--- src/rtl/bsq_pkg.sv ---
package bsq_pkg;

  // Command decoded from the strobes, chip selects and advance input
  typedef enum logic [1:0] {
    CMD_HOLD  = 2'd0,
    CMD_ADV   = 2'd1,
    CMD_START = 2'd2,
    CMD_DESEL = 2'd3
  } bsq_cmd_e;

  localparam int unsigned BEAT_W = 2;

endpackage

--- src/rtl/bsq_strobe_dec.sv ---
module bsq_strobe_dec
  import bsq_pkg::*;
(
  input  logic     proc_strb_n,
  input  logic     ctrl_strb_n,
  input  logic     sel_a_n,
  input  logic     sel_b,
  input  logic     sel_c_n,
  input  logic     adv_n,
  output bsq_cmd_e cmd_o,
  output logic     from_proc_o
);

  logic proc_eff;
  logic ctrl_eff;
  logic any_strb;
  logic chip_on;

  always_comb begin
    proc_eff    = !proc_strb_n && !sel_a_n;
    ctrl_eff    = !ctrl_strb_n;
    any_strb    = proc_eff || ctrl_eff;
    chip_on     = !sel_a_n && sel_b && !sel_c_n;
    from_proc_o = proc_eff;
    if (any_strb && chip_on)      cmd_o = CMD_START;
    else if (any_strb)            cmd_o = CMD_DESEL;
    else if (!adv_n)              cmd_o = CMD_ADV;
    else                          cmd_o = CMD_HOLD;
  end

endmodule

--- src/rtl/bsq_beat_ctr.sv ---
module bsq_beat_ctr
  import bsq_pkg::*;
(
  input  logic              clk,
  input  logic              rst_n,
  input  bsq_cmd_e          cmd_i,
  input  logic [BEAT_W-1:0] start_low_i,
  input  logic              order_ilv_i,
  output logic [BEAT_W-1:0] low_o
);

  logic [BEAT_W-1:0] base_q, base_d;
  logic [BEAT_W-1:0] beat_q, beat_d;
  logic              ilv_q, ilv_d;
  logic              load_en, step_en;

  always_comb begin
    load_en = (cmd_i == CMD_START);
    step_en = (cmd_i == CMD_ADV);
    base_d  = base_q;
    beat_d  = beat_q;
    ilv_d   = ilv_q;
    if (load_en) begin
      base_d = start_low_i;
      beat_d = '0;
      ilv_d  = order_ilv_i;
    end else if (step_en) begin
      beat_d = beat_q + 1'b1;
    end
  end

  always_ff @(posedge clk or negedge rst_n) begin
    if (!rst_n) begin
      base_q <= '0;
      beat_q <= '0;
      ilv_q  <= 1'b0;
    end else begin
      base_q <= base_d;
      beat_q <= beat_d;
      ilv_q  <= ilv_d;
    end
  end

  always_comb begin
    if (ilv_q) low_o = base_q ^ beat_q;
    else       low_o = base_q + beat_q;
  end

  // a start loads the presented low bits as beat zero
  a_r9_beat_reset: assert property (@(posedge clk) disable iff (!rst_n)
    (cmd_i == CMD_START) |=> (low_o == $past(start_low_i)));

  // linear order steps by one
  a_r5_linear_step: assert property (@(posedge clk) disable iff (!rst_n)
    (cmd_i == CMD_ADV && !ilv_q) |=> (low_o == $past(low_o) + 1'b1));

  // interleaved order flips bit 0 on every step
  a_r4_ilv_step: assert property (@(posedge clk) disable iff (!rst_n)
    (cmd_i == CMD_ADV && ilv_q) |=> (low_o[0] != $past(low_o[0])));

  // order select only changes on a start
  a_r10_order_latched: assert property (@(posedge clk) disable iff (!rst_n)
    (cmd_i != CMD_START) |=> $stable(ilv_q));

endmodule

--- src/rtl/bsq_addr_hold.sv ---
module bsq_addr_hold
  import bsq_pkg::*;
#(
  parameter int unsigned UW = 16
) (
  input  logic          clk,
  input  logic          rst_n,
  input  bsq_cmd_e      cmd_i,
  input  logic [UW-1:0] upper_i,
  input  logic          from_proc_i,
  output logic [UW-1:0] upper_o,
  output logic          act_o,
  output logic          org_o
);

  logic [UW-1:0] upper_q, upper_d;
  logic          act_q, act_d;
  logic          org_q, org_d;

  always_comb begin
    upper_d = upper_q;
    act_d   = act_q;
    org_d   = org_q;
    unique case (cmd_i)
      CMD_START: begin
        upper_d = upper_i;
        act_d   = 1'b1;
        org_d   = from_proc_i;
      end
      CMD_DESEL: act_d = 1'b0;
      default:   ;
    endcase
  end

  always_ff @(posedge clk or negedge rst_n) begin
    if (!rst_n) begin
      upper_q <= '0;
      act_q   <= 1'b0;
      org_q   <= 1'b0;
    end else begin
      upper_q <= upper_d;
      act_q   <= act_d;
      org_q   <= org_d;
    end
  end

  assign upper_o = upper_q;
  assign act_o   = act_q;
  assign org_o   = org_q;

  // upper bits change only on a start
  a_r8_upper_fixed: assert property (@(posedge clk) disable iff (!rst_n)
    (cmd_i != CMD_START) |=> $stable(upper_o));

  // deselect clears the live flag
  a_r11_desel_clear: assert property (@(posedge clk) disable iff (!rst_n)
    (cmd_i == CMD_DESEL) |=> !act_o);

  // the flag cannot rise without a start
  a_r11_no_spurious: assert property (@(posedge clk) disable iff (!rst_n)
    (!act_o && cmd_i != CMD_START) |=> !act_o);

endmodule

--- src/rtl/burst_addr_seq.sv ---
module burst_addr_seq
  import bsq_pkg::*;
#(
  parameter int unsigned AW = 18
) (
  input  logic          clk,
  input  logic          rst_n,
  input  logic [AW-1:0] addr_i,
  input  logic          proc_strb_n,
  input  logic          ctrl_strb_n,
  input  logic          sel_a_n,
  input  logic          sel_b,
  input  logic          sel_c_n,
  input  logic          adv_n,
  input  logic          order_ilv,
  output logic [AW-1:0] mem_addr,
  output logic          burst_act,
  output logic          burst_from_proc
);

  localparam int unsigned UW = AW - BEAT_W;

  bsq_cmd_e          cmd;
  logic              from_proc;
  logic [BEAT_W-1:0] low;
  logic [UW-1:0]     upper;

  bsq_strobe_dec u_dec (
    .proc_strb_n (proc_strb_n),
    .ctrl_strb_n (ctrl_strb_n),
    .sel_a_n     (sel_a_n),
    .sel_b       (sel_b),
    .sel_c_n     (sel_c_n),
    .adv_n       (adv_n),
    .cmd_o       (cmd),
    .from_proc_o (from_proc)
  );

  bsq_beat_ctr u_ctr (
    .clk         (clk),
    .rst_n       (rst_n),
    .cmd_i       (cmd),
    .start_low_i (addr_i[BEAT_W-1:0]),
    .order_ilv_i (order_ilv),
    .low_o       (low)
  );

  bsq_addr_hold #(.UW(UW)) u_hold (
    .clk         (clk),
    .rst_n       (rst_n),
    .cmd_i       (cmd),
    .upper_i     (addr_i[AW-1:BEAT_W]),
    .from_proc_i (from_proc),
    .upper_o     (upper),
    .act_o       (burst_act),
    .org_o       (burst_from_proc)
  );

  assign mem_addr = {upper, low};

  // a fully selected strobe starts an access at the captured address
  a_r1_start: assert property (@(posedge clk) disable iff (!rst_n)
    (!ctrl_strb_n && !sel_a_n && sel_b && !sel_c_n) |=>
      (burst_act && mem_addr == $past(addr_i)));

  // processor strobe wins when both are low
  a_r2_priority: assert property (@(posedge clk) disable iff (!rst_n)
    (!proc_strb_n && !ctrl_strb_n && !sel_a_n && sel_b && !sel_c_n) |=>
      burst_from_proc);

  // a gated processor strobe alone does not change the upper address
  a_r3_gate: assert property (@(posedge clk) disable iff (!rst_n)
    (sel_a_n && ctrl_strb_n) |=> $stable(mem_addr[AW-1:BEAT_W]));

  // suspend holds the address
  a_r7_hold: assert property (@(posedge clk) disable iff (!rst_n)
    ((proc_strb_n || sel_a_n) && ctrl_strb_n && adv_n) |=> $stable(mem_addr));

  // continue changes the low bits regardless of chip selects
  a_r6_advance: assert property (@(posedge clk) disable iff (!rst_n)
    ((proc_strb_n || sel_a_n) && ctrl_strb_n && !adv_n) |=>
      (mem_addr[BEAT_W-1:0] != $past(mem_addr[BEAT_W-1:0])));

endmodule

--- config.mk ---
export PLATFORM = sky130hd
export DESIGN_NAME = burst_addr_seq
export DESIGN_NICKNAME = d
export VERILOG_FILES = /design/src/rtl/bsq_pkg.sv /design/src/rtl/bsq_strobe_dec.sv /design/src/rtl/bsq_beat_ctr.sv /design/src/rtl/bsq_addr_hold.sv /design/src/rtl/burst_addr_seq.sv
export SDC_FILE = /design/constraint.sdc
export NUM_CORES = 1
export LEC_CHECK = 0
export CORE_MARGIN = 8
export CORE_UTILIZATION = 36
export DETAILED_ROUTE_END_ITERATION = 6
export GPL_TIMING_DRIVEN = 0
export PLACE_DENSITY = 0.75
export SYNTH_ARGS = -nofsm -noshare
export SYNTH_HDL_FRONTEND = slang
export SYNTH_SLANG_ARGS = --single-unit
export TNS_END_PERCENT = 30
--- constraint.sdc ---
create_clock -name clk -period 0.95 [get_ports clk]
set_input_delay 0.095 -clock clk [delete_from_list [all_inputs] [get_ports clk]]
set_output_delay 0.095 -clock clk [all_outputs]
set_load 0.02 [all_outputs]
==> impl_metrics.csv <==
group,metric,value,unit
status,run_status,"complete, but fails checks",
status,violations,"negative setup slack",
placed_design,post-place-ws,-0.8564,ns
grt,grt_max_degree,24,
drt,ant_nets,0,
sta,fmax,0.7160,GHz
floorplanning,rows,19,
floorplanning,ios,47,
finish,fill_cells,230,
drt,drc,0,
worst_setup_path,path_max_fanout,2,
placed_design,io_buffer_count,46,
worst_setup_path,worst_ep_arrival_time,1.30,ns
drt,wl,2641,microns
power,internal-power,0.002223,W
finish,area_growth_syn_to_layout,62.75,%
yosys,synth_cell_types,14,
yosys,ys_ff_latch,23,
floorplanning,die_y,68.20,microns
clock_network,htreeDepth,1,
finish,ff_latch_area,575.6,sq um
sta,finalCriticalPeriod,1.397,ns
drt,drtPass1Iterations,3,
grt,grt_pass1_vias,830,
power,max-vdd-ir-drop,1.453,mV
placed_design,dpl.hpwl,1923,microns
drt,drt-wirelength-per-cell,17.26,microns
power,seqPwrFrac,41.7,%
yosys,avgSynthCellArea,15.09,sq um
clock_network,cts_tree,"done",
finish,final_nets,153,
yosys,synthesis.nets,95,
sta,fin_tns_setup,-3.596,ns
worst_setup_path,r2r_cells,4,
sta,tightestPinTransition,1.025,ns
worst_setup_path,max_stage_delay,0.43,ns
sta,max_slew_margin,31.65,%
clock_network,cts_sinks,23,
clock_network,clockRootBuffer,"clkbuf_4",
sta,hold_viol,0,
floorplanning,initial_utilization,36.84,%
sta,fin_ws,-0.4467,ns
sta,fin_crit_sh,147.0,%
yosys,synth_seq_area_share,58.67,%
grt,grt_usage,11.27,%
finish,final_area,1597,sq um
yosys,synthCells,65,
grt,antenna_found_initial,0,
finish,multi_input_area,425.4,sq um
floorplanning,core_region_area,2663,sq um
grt,grt_pass1_wl,3988,microns
grt,grt_remaining_overflow,0,
sta,setup_violations,33,
clock_network,numCtsBuffers,3,
job,drv_cap,0,
drt,num_vias,745,
sta,finalMaxSlewViolations,0,
sta,rsz0062_at_grt,"true",
yosys,yosysWarnings,0,
power,p_clk_share,13.2,%
worst_hold_path,hp-class,"in -> async",
placed_design,placed_cell_area,1483,sq um
floorplanning,die_area,4651,sq um
finish,final_cell_count_no_fill,153,
power,power_frac_comb,45.1,%
power,power_density,2096,nW/um^2
placed_design,placedCellCount,142,
yosys,synth.cell_area,980.9,sq um
power,leakagePower,0.7203,nW
clock_network,clkLatencyLatePin,0.30,ns
floorplanning,die_x,68.20,microns
drt,drtIter0Drc,23,
clock_network,clk_pin_slew,0.12,ns
finish,finish.utilization,59.96,%
worst_setup_path,cp_slowest_cell,"dfrtp_1",
worst_setup_path,start_kind,"register",
worst_setup_path,required,0.85,ns
power,p_sw,0.001123,W
finish,final_layout_size_suffix_gt1_share,51.64,%
worst_setup_path,cp-end-kind,"output pin",
clock_network,cts_buffer_depth,2,
power,sw_frac_of_total,33.55,%
worst_setup_path,path_cells,"ha_4 > nor2b_4 > xnor2_1 > buf_4",
finish,diodes,0,
drt,routed_via_density,4.869,
placed_design,place.gp.congestion,0.7260,
sta,skew,0.0009727,ns
worst_setup_path,path_class,"reg -> out",
registers in the layout (all words and copies together) (netlist names):
signal and count:
u_ctr.base_q 2, u_hold.org_o 1, u_hold.upper_o 16, u_hold.act_o 1, u_ctr.ilv_q 1, u_ctr.beat_q 2
per-stage QoR:
step	total power, W	hold slack [ns]
3_3_place_gp	0.002759	0.4803
6_report	0.003346	0.06674
3_5_place_dp	0.002818	0.4916
5_1_grt	0.003540	0.1400
2_1_floorplan	0.002103	-0.2006
4_1_cts	0.003222	0.1042
synth_stat cells:
master	n	area [sq um]
xnor2_1	2	17.52
and4bb_1	1	12.51
inv_1	1	3.750
dfrtp_1	23	575.6
nand2_1	1	3.750
ha_1	3	37.54
a211o_1	1	8.760
o21a_1	1	7.510
clkbuf_8	2	27.53
a32o_1	1	10.01
a32oi_1	1	8.760
nor2b_1	2	12.51
mux2_2	21	236.5
nor2_1	5	18.77
metal layers:
metal / wire (microns) / share of wire (%) / vias to the layer above / global-route usage, %
met5: 0 / 0 / - / 0
li1: - / - / 342 / -
met2: 1520 / 58 / 19 / 20.28
met4: 26 / 0.98 / 0 / 4.604
met1: 921 / 35 / 382 / 11.96
met3: 172 / 6.5 / 2 / 3.437
critical path, delay by kind of cell, from the launching register on:
| kind | cells | cell delay, ns |
|---|---|---|
| flops | 1 | 0.43 |
| fa+ha+maj | 1 | 0.16 |
| buf+inv | 1 | 0.16 |
| xor+xnor | 1 | 0.13 |
| simple gates | 1 | 0.12 |
cells by family after synthesis:
logic type | after synthesis | share of synthesized area (%)
multiplexers | 21 | 24.11
adder cells (fa/ha/maj) | 3 | 3.827
flip-flops | 23 | 58.67
AND/OR/NAND/NOR | 9 | 4.846
AO/OA/AOI/OAI | 4 | 3.572
XOR/XNOR | 2 | 1.786
buffers and inverters | 3 | 3.189
layout make-up:
type / instances / share of cell area, %
multi-input combinational: 39 / 26.65
tap: 31 / 2.429
sequential: 23 / 36.05
buffer: 2 / 3.135
clock buffer: 4 / 1.646
timing repair buffer: 53 / 29.86
inverter: 1 / 0.2351
layout by cell type (no fill, tap or decap):
cell and instances:
dfrtp_1 23, mux2_2 19, clkdlybuf4s50_1 19, buf_2 13
buf_6 12, buf_4 4, nor2_1 3, clkbuf_4 3
dlygate4sd2_1 3, xnor2_1 2, clkbuf_16 2, mux2_4 2
ha_4 2, buf_8 2, o21a_1 1, inv_1 1
nand2_1 1, nor2_4 1, a32o_2 1, a32oi_1 1
nor2b_4 1, nor2_2 1, nor2b_1 1, and4bb_1 1
a211o_1 1, ha_1 1, clkbuf_1 1
worst paths after layout:
check / from / to / slack, ns
setup / recovery: u_ctr.beat_q[0] / mem_addr[1] / -0.45
hold / removal: rst_n / u_hold.upper_o[15] / 0.07
setup reg to reg: u_ctr.beat_q[0] / u_ctr.beat_q[1] / -0.26
hold reg to reg: u_hold.upper_o[5] / u_hold.upper_o[5] / 0.52
max in group asynchronous: rst_n / u_hold.upper_o[10] / 0.27
min in group clk: proc_strb_n / u_hold.org_o / 0.15
power groups by stage:
stage	Combinational [W]	Clock, W	Sequential, W
4_1_cts	0.00139	0.000465	0.00137
3_5_place_dp	0.00142	0	0.00140
2_1_floorplan	0.000524	0	0.00158
3_3_place_gp	0.00139	0	0.00137
6_report	0.00151	0.000442	0.00139
5_1_grt	0.00161	0.000507	0.00143
timing repair:
item / 4_1_cts / 5_1_grt
setup endpoints to repair: 66 / 42
buffers inserted: 4 / 1
endpoints found under the hold margin: 0 / 0
cloned: 2 / 0
pin swaps: 6 / 3
gates resized for setup: 116 / 20
hold buffers: 0 / 0
(Power assumes the default switching activity.)
